$ cat src/rtl/bmc_tx_pkg.sv
package bmc_tx_pkg;
  localparam int SAMPLE_W = 24;
  localparam int WORD_W   = 28;  // slots 4..31
  localparam int HALVES   = 64;

  typedef logic [7:0] pre_t;
  localparam pre_t PRE_BLOCK = 8'b11101000;
  localparam pre_t PRE_FIRST = 8'b11100010;
  localparam pre_t PRE_SECOND = 8'b11100100;

  // payload of slots 4..31: sample, V=0, user, status, even parity
  function automatic logic [WORD_W-1:0] build_word(logic [SAMPLE_W-1:0] smp,
                                                   logic u, logic c);
    logic [WORD_W-1:0] w;
    w = {1'b0, c, u, 1'b0, smp};
    w[WORD_W-1] = ^w[WORD_W-2:0];
    return w;
  endfunction

  // line level of half-cell idx, given the level of the half before it
  function automatic logic half_level(logic prev, logic base, logic [5:0] idx,
                                      logic [WORD_W-1:0] w, pre_t pre);
    logic [4:0] slot;
    if (idx < 6'd8) return base ^ pre[~idx[2:0]];
    slot = idx[5:1] - 5'd4;
    if (!idx[0]) return ~prev;
    return prev ^ w[slot];
  endfunction
endpackage

$ cat src/rtl/bmc_halfcell_div.sv
module bmc_halfcell_div #(
  parameter int HALF_DIV = 4
) (
  input  logic clk,
  input  logic rst_n,
  input  logic run,
  output logic tick
);
  localparam int CW = (HALF_DIV < 2) ? 1 : $clog2(HALF_DIV);
  localparam logic [CW-1:0] LAST = CW'(HALF_DIV - 1);

  logic [CW-1:0] cnt;

  always_ff @(posedge clk or negedge rst_n) begin
    if (!rst_n)           cnt <= '0;
    else if (!run)        cnt <= '0;
    else if (cnt == LAST) cnt <= '0;
    else                  cnt <= cnt + 1'b1;
  end

  assign tick = run && (cnt == LAST);

  p_tick_gap_r1: assert property (@(posedge clk) disable iff (!rst_n)
    tick |=> !tick);
endmodule

$ cat src/rtl/pcm_stage_buf.sv
module pcm_stage_buf #(
  parameter int W = 24
) (
  input  logic         clk,
  input  logic         rst_n,
  input  logic         wr_valid,
  input  logic [W-1:0] wr_data,
  input  logic         ptr_clr,
  input  logic         load,
  input  logic         load_ch,
  output logic [W-1:0] load_sample,
  output logic         next_free
);
  logic [W-1:0] fresh [2];
  logic [W-1:0] held  [2];
  logic [1:0]   full;
  logic [1:0]   take;
  logic         wr_ptr;

  always_comb begin
    for (int c = 0; c < 2; c++)
      take[c] = load && (load_ch == 1'(c)) && full[c];
  end

  always_ff @(posedge clk or negedge rst_n) begin
    if (!rst_n) begin
      fresh  <= '{default: '0};
      held   <= '{default: '0};
      full   <= '0;
      wr_ptr <= 1'b0;
    end else begin
      for (int c = 0; c < 2; c++) begin
        if (take[c]) held[c] <= fresh[c];
        if (wr_valid && wr_ptr == 1'(c)) begin
          fresh[c] <= wr_data;
          full[c]  <= 1'b1;
        end else if (take[c]) begin
          full[c] <= 1'b0;
        end
      end
      if (ptr_clr)       wr_ptr <= 1'b0;
      else if (wr_valid) wr_ptr <= ~wr_ptr;
    end
  end

  assign load_sample = full[load_ch] ? fresh[load_ch] : held[load_ch];
  assign next_free   = ~full[wr_ptr];

  p_wr_lands_r7: assert property (@(posedge clk) disable iff (!rst_n)
    wr_valid |=> full[$past(wr_ptr)] && fresh[$past(wr_ptr)] == $past(wr_data));
endmodule

$ cat src/rtl/bmc_line_coder.sv
module bmc_line_coder
  import bmc_tx_pkg::*;
(
  input  logic              clk,
  input  logic              rst_n,
  input  logic              run,
  input  logic              tick,
  input  logic              load,
  input  logic [WORD_W-1:0] word,
  input  pre_t              pre,
  output logic              sdo,
  output logic              last_half
);
  logic [5:0]        hc;
  logic [5:0]        hc_n;
  logic              base;
  logic [WORD_W-1:0] word_q;
  pre_t              pre_q;

  assign hc_n = hc + 6'd1;

  always_ff @(posedge clk or negedge rst_n) begin
    if (!rst_n) begin
      hc <= '0; base <= 1'b0; sdo <= 1'b0; word_q <= '0; pre_q <= '0;
    end else if (load) begin
      hc     <= '0;
      word_q <= word;
      pre_q  <= pre;
      base   <= sdo;
      sdo    <= half_level(sdo, sdo, 6'd0, word, pre);
    end else if (!run) begin
      hc <= '0; base <= 1'b0; sdo <= 1'b0;
    end else if (tick) begin
      hc  <= hc_n;
      sdo <= half_level(sdo, base, hc_n, word_q, pre_q);
    end
  end

  assign last_half = (hc == 6'(HALVES - 1));

  p_cell_edge_r2: assert property (@(posedge clk) disable iff (!rst_n)
    run && tick && !load && hc_n >= 6'd8 && !hc_n[0] |=> sdo != $past(sdo));
  p_pre_flip_r3: assert property (@(posedge clk) disable iff (!rst_n)
    load |=> sdo != $past(sdo));
  p_line_home_r6: assert property (@(posedge clk) disable iff (!rst_n)
    run && last_half |-> sdo == base);
endmodule

$ cat src/rtl/bmc_subframe_tx.sv
module bmc_subframe_tx
  import bmc_tx_pkg::*;
#(
  parameter int HALF_DIV     = 4,
  parameter int BLOCK_FRAMES = 192
) (
  input  logic                clk,
  input  logic                rst_n,
  input  logic                tx_en,
  input  logic                wr_valid,
  input  logic [SAMPLE_W-1:0] wr_data,
  input  logic                user_bit,
  input  logic                cstat_bit,
  output logic                sdo,
  output logic                sf_start,
  output logic                idle,
  output logic                buf_empty,
  output logic                irq,
  output logic                dma_req
);
  localparam int FR_W = $clog2(BLOCK_FRAMES);
  localparam logic [FR_W-1:0] FR_LAST = FR_W'(BLOCK_FRAMES - 1);

  logic            act, chan, empty_q, run, tick, last_half;
  logic            first, wrap, load, nxt_ch, next_free;
  logic [FR_W-1:0] frame, nxt_fr;
  logic [SAMPLE_W-1:0] load_sample;
  logic [WORD_W-1:0]   word;
  pre_t                pre;

  assign run   = act && tx_en;
  assign first = tx_en && !act;
  assign wrap  = run && tick && last_half;
  assign load  = first || wrap;

  assign nxt_ch = first ? 1'b0 : ~chan;
  always_comb begin
    if (first)                nxt_fr = '0;
    else if (!chan)           nxt_fr = frame;
    else if (frame == FR_LAST) nxt_fr = '0;
    else                      nxt_fr = frame + 1'b1;
  end
  assign pre  = nxt_ch ? PRE_SECOND : ((nxt_fr == '0) ? PRE_BLOCK : PRE_FIRST);
  assign word = build_word(load_sample, user_bit, cstat_bit);

  always_ff @(posedge clk or negedge rst_n) begin
    if (!rst_n) begin
      act <= 1'b0; chan <= 1'b0; frame <= '0; sf_start <= 1'b0; empty_q <= 1'b0;
    end else begin
      act      <= tx_en;
      sf_start <= load;
      empty_q  <= buf_empty;
      if (!tx_en) begin
        chan  <= 1'b0;
        frame <= '0;
      end else if (load) begin
        chan  <= nxt_ch;
        frame <= nxt_fr;
      end
    end
  end

  bmc_halfcell_div #(.HALF_DIV(HALF_DIV)) u_div (
    .clk(clk), .rst_n(rst_n), .run(run), .tick(tick));

  pcm_stage_buf #(.W(SAMPLE_W)) u_buf (
    .clk(clk), .rst_n(rst_n), .wr_valid(wr_valid), .wr_data(wr_data),
    .ptr_clr(act && !tx_en), .load(load), .load_ch(nxt_ch),
    .load_sample(load_sample), .next_free(next_free));

  bmc_line_coder u_coder (
    .clk(clk), .rst_n(rst_n), .run(run), .tick(tick), .load(load),
    .word(word), .pre(pre), .sdo(sdo), .last_half(last_half));

  assign idle      = ~act;
  assign buf_empty = act && next_free;
  assign dma_req   = buf_empty;
  assign irq       = buf_empty && !empty_q;

  p_idle_low_r10: assert property (@(posedge clk) disable iff (!rst_n)
    !act |-> !sdo && !buf_empty && !dma_req && !irq);
  p_irq_single_r8: assert property (@(posedge clk) disable iff (!rst_n)
    irq |=> !irq);
  p_start_gap_r1: assert property (@(posedge clk) disable iff (!rst_n)
    sf_start |=> !sf_start);
endmodule

$ cat config.mk
export PLATFORM = sky130hd
export DESIGN_NAME = bmc_subframe_tx
export DESIGN_NICKNAME = d
export VERILOG_FILES = /design/src/rtl/bmc_tx_pkg.sv /design/src/rtl/bmc_halfcell_div.sv /design/src/rtl/pcm_stage_buf.sv /design/src/rtl/bmc_line_coder.sv /design/src/rtl/bmc_subframe_tx.sv
export SDC_FILE = /design/constraint.sdc
export NUM_CORES = 1
export LEC_CHECK = 0
export BUFFER_PORTS_ARGS = -buffer_cell sky130_fd_sc_hd__buf_4
export CORE_MARGIN = 8
export CORE_UTILIZATION = 45
export DETAILED_ROUTE_END_ITERATION = 10
export PLACE_DENSITY = 0.69
export SETUP_SLACK_MARGIN = 0.3
export SYNTH_ARGS = -nofsm -noshare
export SYNTH_HDL_FRONTEND = slang
export SYNTH_SLANG_ARGS = --single-unit
$ cat constraint.sdc
create_clock -name clk -period 4.68 [get_ports clk]
set_input_delay 0 -clock clk [delete_from_list [all_inputs] [get_ports clk]]
set_output_delay 0 -clock clk [all_outputs]
set_load 0.05 [all_outputs]
Yosys cells after proc, flatten, opt, wreduce, memory -nomap -nowiden
Index checks and enable logic that the tools add are counted.
- bits in registers: 156
- input bits: 30
- output and inout port bits: 6
- word-level logic and storage cells: 127
- $add $sub $neg: 4
- order comparisons: 6
- eq/ne operators: 6
- muxes and demuxes: 59
- bitwise operators: 11
- reductions and logical operators: 23
- operators by type and width (operator ; count):
    $mux 24 ; 7
    $mux 8 ; 5
    $mux 1 ; 38
    $reduce_xor 27->1 ; 1
    $mux 6 ; 3
    $logic_and 1x1->1 ; 14
    $add 8x1->8 const B ; 1
    $eq 8x8->1 const B ; 1
    $logic_not 8->1 ; 1
    $mux 4 ; 2
    $add 6x1->6 const B ; 1
    $eq 6x6->1 const B ; 1
    $lt 5x6->1 const B ; 1
    $lt 6x4->1 const B ; 1
    $not 1->1 ; 6
    $reduce_bool 2->1 ; 3
    $bmux 1 s5 ; 1
    $sub 5x3->5 const B ; 1
    $lt 1x2->1 const B ; 2
    $lt 3x4->1 const B ; 1
    $mux 2 ; 2
    $ne 2x1->1 const B ; 2
    $bmux 1 s3 ; 1
    $logic_not 1->1 ; 3
    other kinds (9) ; 10

Logic depth before layout (Yosys ltp)
- depth after elaboration: 15
- depth in mapped cells: 10
- mapped depth without buffers: 9

By module
From an unflattened synthesis, not the netlist that was laid out.
- cells, all modules: 603
- area, all modules: 8110.3 um2
- modules (own cells, without submodules) (module ; instances ; cells each ; area each (um2) ; sequential area each (um2)):
    pcm_stage_buf ; 1 ; 294 ; 4611.9 ; 2477.4
    bmc_line_coder ; 1 ; 186 ; 2392.3 ; 1101.1
    bmc_subframe_tx ; 1 ; 117 ; 1017.2 ; 300.3
    bmc_halfcell_div ; 1 ; 6 ; 88.8 ; 50.0

Worst setup path before layout
Ideal clock, no wire load.
- path kind: register to output
- start point: reg u_buf.full[1]
- end point: out irq
- arrival time: 2.396 ns
- required time: 4.680 ns
- path slack: 2.284 ns
- cell stages (with the launch flop): 8
- path buffers: 4
- path through: dfrtp_1 -> buf_4 -> buf_2 -> buf_2 -> buf_2 -> nand2_1 -> o211a_1 -> nor2b_1
- cells in the longest elaborated chain, start to end: 5
- ends and longest elaborated chain (item ; line ; RTL):
    from (decl) ; pcm_stage_buf.sv:16 ; logic [1:0] full;
    from (signal assigned) ; pcm_stage_buf.sv:29 ; full <= '0;
    from (signal, indexed assignment) ; pcm_stage_buf.sv:36 ; full[c] <= 1'b1;
    from (signal, indexed assignment) ; pcm_stage_buf.sv:38 ; full[c] <= 1'b0;
    $mux 1 (not written as such) (2 in series) ; pcm_stage_buf.sv:47 ; assign next_free = ~full[wr_ptr];
    $not 1->1 ; pcm_stage_buf.sv:47 ;
    $logic_and 1x1->1 ; bmc_subframe_tx.sv:76 ; assign buf_empty = act && next_free;
    via buf_empty ; bmc_subframe_tx.sv:17 ; output logic buf_empty,
    $logic_and 1x1->1 ; bmc_subframe_tx.sv:78 ; assign irq = buf_empty && !empty_q;
    to (decl) ; bmc_subframe_tx.sv:18 ; output logic irq,
The timed path passes the listed nets, and every way through them passes these cells. The select of a mux whose other input is x is not followed.

Worst setup path in the final report
- start point: reg u_coder.hc[0]
- end point: reg u_coder.sdo
- cells in the longest elaborated chain, start to end: 12
- elaborated cells on any way between the ends: 30
- classes of those cells: add/sub: 2; order compare: 1; eq/ne: 2; mux: 20; bitwise: 3; reduce/logical: 2
- ends and longest elaborated chain (item ; line ; RTL):
    from (decl) ; bmc_line_coder.sv:14 ; logic [5:0] hc;
    from (signal assigned) ; bmc_line_coder.sv:34 ; hc <= hc_n;
    parallel branches: the longest is 12 deep, another holds $add 6x1->6 ; n/a ;
    to (signal assigned) ; bmc_line_coder.sv:30 ; sdo <= half_level(sdo, sdo, 6'd0, word, pre);
    to (signal assigned) ; bmc_line_coder.sv:35 ; sdo <= half_level(sdo, base, hc_n, word_q, pre_q);
    to (decl) ; bmc_line_coder.sv:11 ; output logic sdo,
Several ways; the timed one is not identified. The select of a mux whose other input is x is not followed.
A chain may end at the register's enable or synchronous reset.

==> results.md <==
- Status: finished clean
- Fin area: approximately 0.0091 mm²
- Nature of the critical path endpoint: register
- Slew @ Worst Pin: ~950 ps
- CP arrival: between 3000 and 4000 ps
- Overall power: 4.25 mW
- Max Root-Sink Buffers: 2
- First-pass GRT wire length: between 20 and 30 mm
- Routed WL: around 17 mm
- Vias per inst: ~5.3
- DR WL/cell: approximately 17 µm
- Final Hold Fails: 0
- Reg2reg start: u_coder.hc[0]$_DFFE_PN0P_
- Register area share after synthesis: about half
- Yosys warns: 0
- GPL Wtd Cong: between 0.8 and 0.9
- Synth Cell Area: between 0.007 and 0.008 mm²
- CP startpoint kind: register
- GRT overflow: 0
- Fmax achieved: approximately 340 MHz
- Ys flop type: dfrtp_1
- Final design utilization: roughly 53%
- Global route hottest layer: met2
- Number of flops mapped to enable cells by yosys: 0
- Critical Path Slowest Stage Cell: xnor2_1
- Area grow syn2layout: 16.4%
- Max incr delay on CP: 750 ps
- Clock Sinks: 152
- Core ar.: ~0.017 mm²
- RR Endpoint: u_coder.sdo$_DFFE_PN0P_
- Top post-synthesis cells by area: dfrtp_1, mux2_2, mux2i_1
- HPWL after detailed placement: around 11 mm
- Initial DRC count: 239
- Share of layout cells above drive strength 1: approximately 27%
- MaxCap Viol Count: 0
- Maximum vdd drop: about 0.00029 V
- Antenna Cells: 0
- Setup Viol. Count Final: 0
- Layout Skew: 6.39 ps
- Crit path required time: ~5000 ps
- Fraction of registers with async set or reset after synthesis: 100%
- CP Cell Sequence: ha_1, xnor2_1, mux4_1, mux2i_1, nand2_1, a211oi_2, nand3_1, o211ai_1
- Top cell type's share of synthesized area: 48.4%
- CTS Buf Count: 17
- Area leader, netlist: dfrtp_1
- Port buffer count: 35
- Most common cell in the netlist: dfrtp_1
- Final Non-Filler Cells: 967
- GR Layer Usage met1: approximately 19%
- Hold Crit Class: input pin to asynchronous set/reset pin
- Synth cell count leaders: dfrtp_1, mux2_2, nand2_1
- Root buf cell: clkbuf_16
- Post-DRT Antenna Nets: 0
- Vias: 5,141
- Residual DRC: 0
- Clk pin slew, worst setup/hold paths: around 60 ps
- Io pins: 36
- Static Leakage: around 4.3 nW
- Seq cells post-synth: around 150
- Number of distinct library cells after synthesis: 47
- Crit path launch: u_coder.hc[0]$_DFFE_PN0P_
- CTS tree: done
- Worst-skew pair later-pin latency: roughly 420 ps
- Max H-tree Level: 4
- Chip Width: between 100 and 150 µm
- Effective utilization at floorplan: 45.8%
- Cell Rows: 48
- Post-route setup TNS: 0 ps
- Max-slew violations: 0
- Tmin final: around 3000 ps
- Largest net degree at the start of global routing: ~100
- Total setup buffers inserted after CTS: 0
- Max Fanout on Critical Path: 11
- Crit path buffers/inverters: 0
- Cell Pwr Density: approximately 460 mW/mm²
- R2R Setup Slk: between 1500 and 2000 ps
- R2R cell count: 8
- Final net count: roughly 760
- Final Cycle Share: 63.2%
- Slew Limit Headroom: between 30% and 40%
- Total Routing Usage GR: about 16%
- Initial antenna violation count: 0
- First-pass DRT Iterations: 5
- Worst path top cell family by delay: multiplexers
- DP Area: roughly 0.0083 mm²
- M3 GR Usage: under 10%
- Vias in the first global route: between 5,000 and 6,000
- Height of the die: approximately 150 µm
- Die area: approximately 0.022 mm²
- RSZ-0062 raised after global routing: false
- Crit path kind: register to register
- Synthesized net count: 709
- Post-Syn Instances: 676
- Met2 Use GR: between 20% and 30%
- Crit path to: u_coder.sdo$_DFFE_PN0P_
- Worst path depth: 8
- Post-Syn Area per Cell: 11.6 µm²
- Placed Cells incl. Taps: 906
[cells by family (layout without fill, tap and decap cells)]
kind of cell	count (synthesis)	count (layout)	synth area share (%)
compound gates	89	89	6.45
xor+xnor	74	74	8.25
flops	152	152	48.4
fa+ha+maj	3	3	0.478
mux	180	180	26.0
buf+inv	43	109	2.75
simple gates	135	135	7.63
[layout by cell type (no fill, tap or decap), types with 3 or more instances in the layout]
cell,Yosys,layout
nor3_1,5,5
mux4_1,5,5
clkinvlp_4,0,3
mux2i_1,53,53
nor2_1,31,30
dfrtp_1,152,151
mux2_2,120,120
a21oi_1,23,23
o21ai_0,44,44
dlygate4sd3_1,0,29
or3_1,3,3
inv_1,5,5
clkbuf_16,0,17
nand3_1,12,12
nand4_1,4,4
xor2_1,41,41
a211oi_1,4,4
o31ai_1,4,4
xnor2_1,33,33
nor2b_1,5,4
clkinv_2,0,4
ha_1,3,3
buf_4,5,41
nand2_1,64,64
[cell type report]
class / instances / area, µm²
multi-input cells: 481 / 3850
well taps: 225 / 282
repair buffers: 71 / 609
clock inverters: 11 / 120
inverters: 6 / 22.5
clock buffers: 21 / 460
fillers: 1500 / 8030
flip-flops and latches: 152 / 3800
[layer usage]
metal	share of wire, %	vias to the layer above
li1	-	2487
met1	44	2566
met2	52	77
met3	3.5	11
met4	1.0	0
met5	0	-
[registers in the layout (all words and copies together), names as in the netlist]
signal	flops
u_coder.hc	6
u_coder.pre_q	4
frame	8
u_coder.base	1
sf_start	1
u_div.cnt	2
u_coder.word_q	27
chan	1
u_buf.fresh	48
empty_q	1
u_buf.held	48
act	1
u_coder.sdo	1
u_buf.wr_ptr	1
u_buf.full	2
[what timing repair did]
item	4_1_cts	5_1_grt
hold endpoints to repair	154	0
hold buffers	29	0
setup endpoints to repair	0	0
resized for setup	0	0
[how the worst min path moves through the flow]
stage | endpoint | cells after the start | slack [ps]
6_report | u_buf.fresh[27]$_DFFE_PN0P_ | 2 | 270
5_1_grt | act$_DFF_PN0_ | 2 | 340
4_1_cts | u_buf.fresh[3]$_DFFE_PN0P_ | 2 | 300
3_5_place_dp | u_buf.fresh[3]$_DFFE_PN0P_ | 1 | 170
3_3_place_gp | u_buf.fresh[27]$_DFFE_PN0P_ | 1 | 150
2_1_floorplan | act$_DFF_PN0_ | 0 | -300
[report_power, final]
part	switching (mW)	leakage (nW)	internal, mW
combinational	0.518	2.11	0.619
sequential	0.216	1.91	1.55
clock	0.533	0.280	0.812
[through the flow]
step           hold slack (ps)  worst slack, ps
3_3_place_gp               155             1840
6_report                   270             1720
5_1_grt                    340             1340
2_1_floorplan             -296             2280
4_1_cts                    299             1710
3_5_place_dp               174             1750
(Power assumes the default switching activity.)
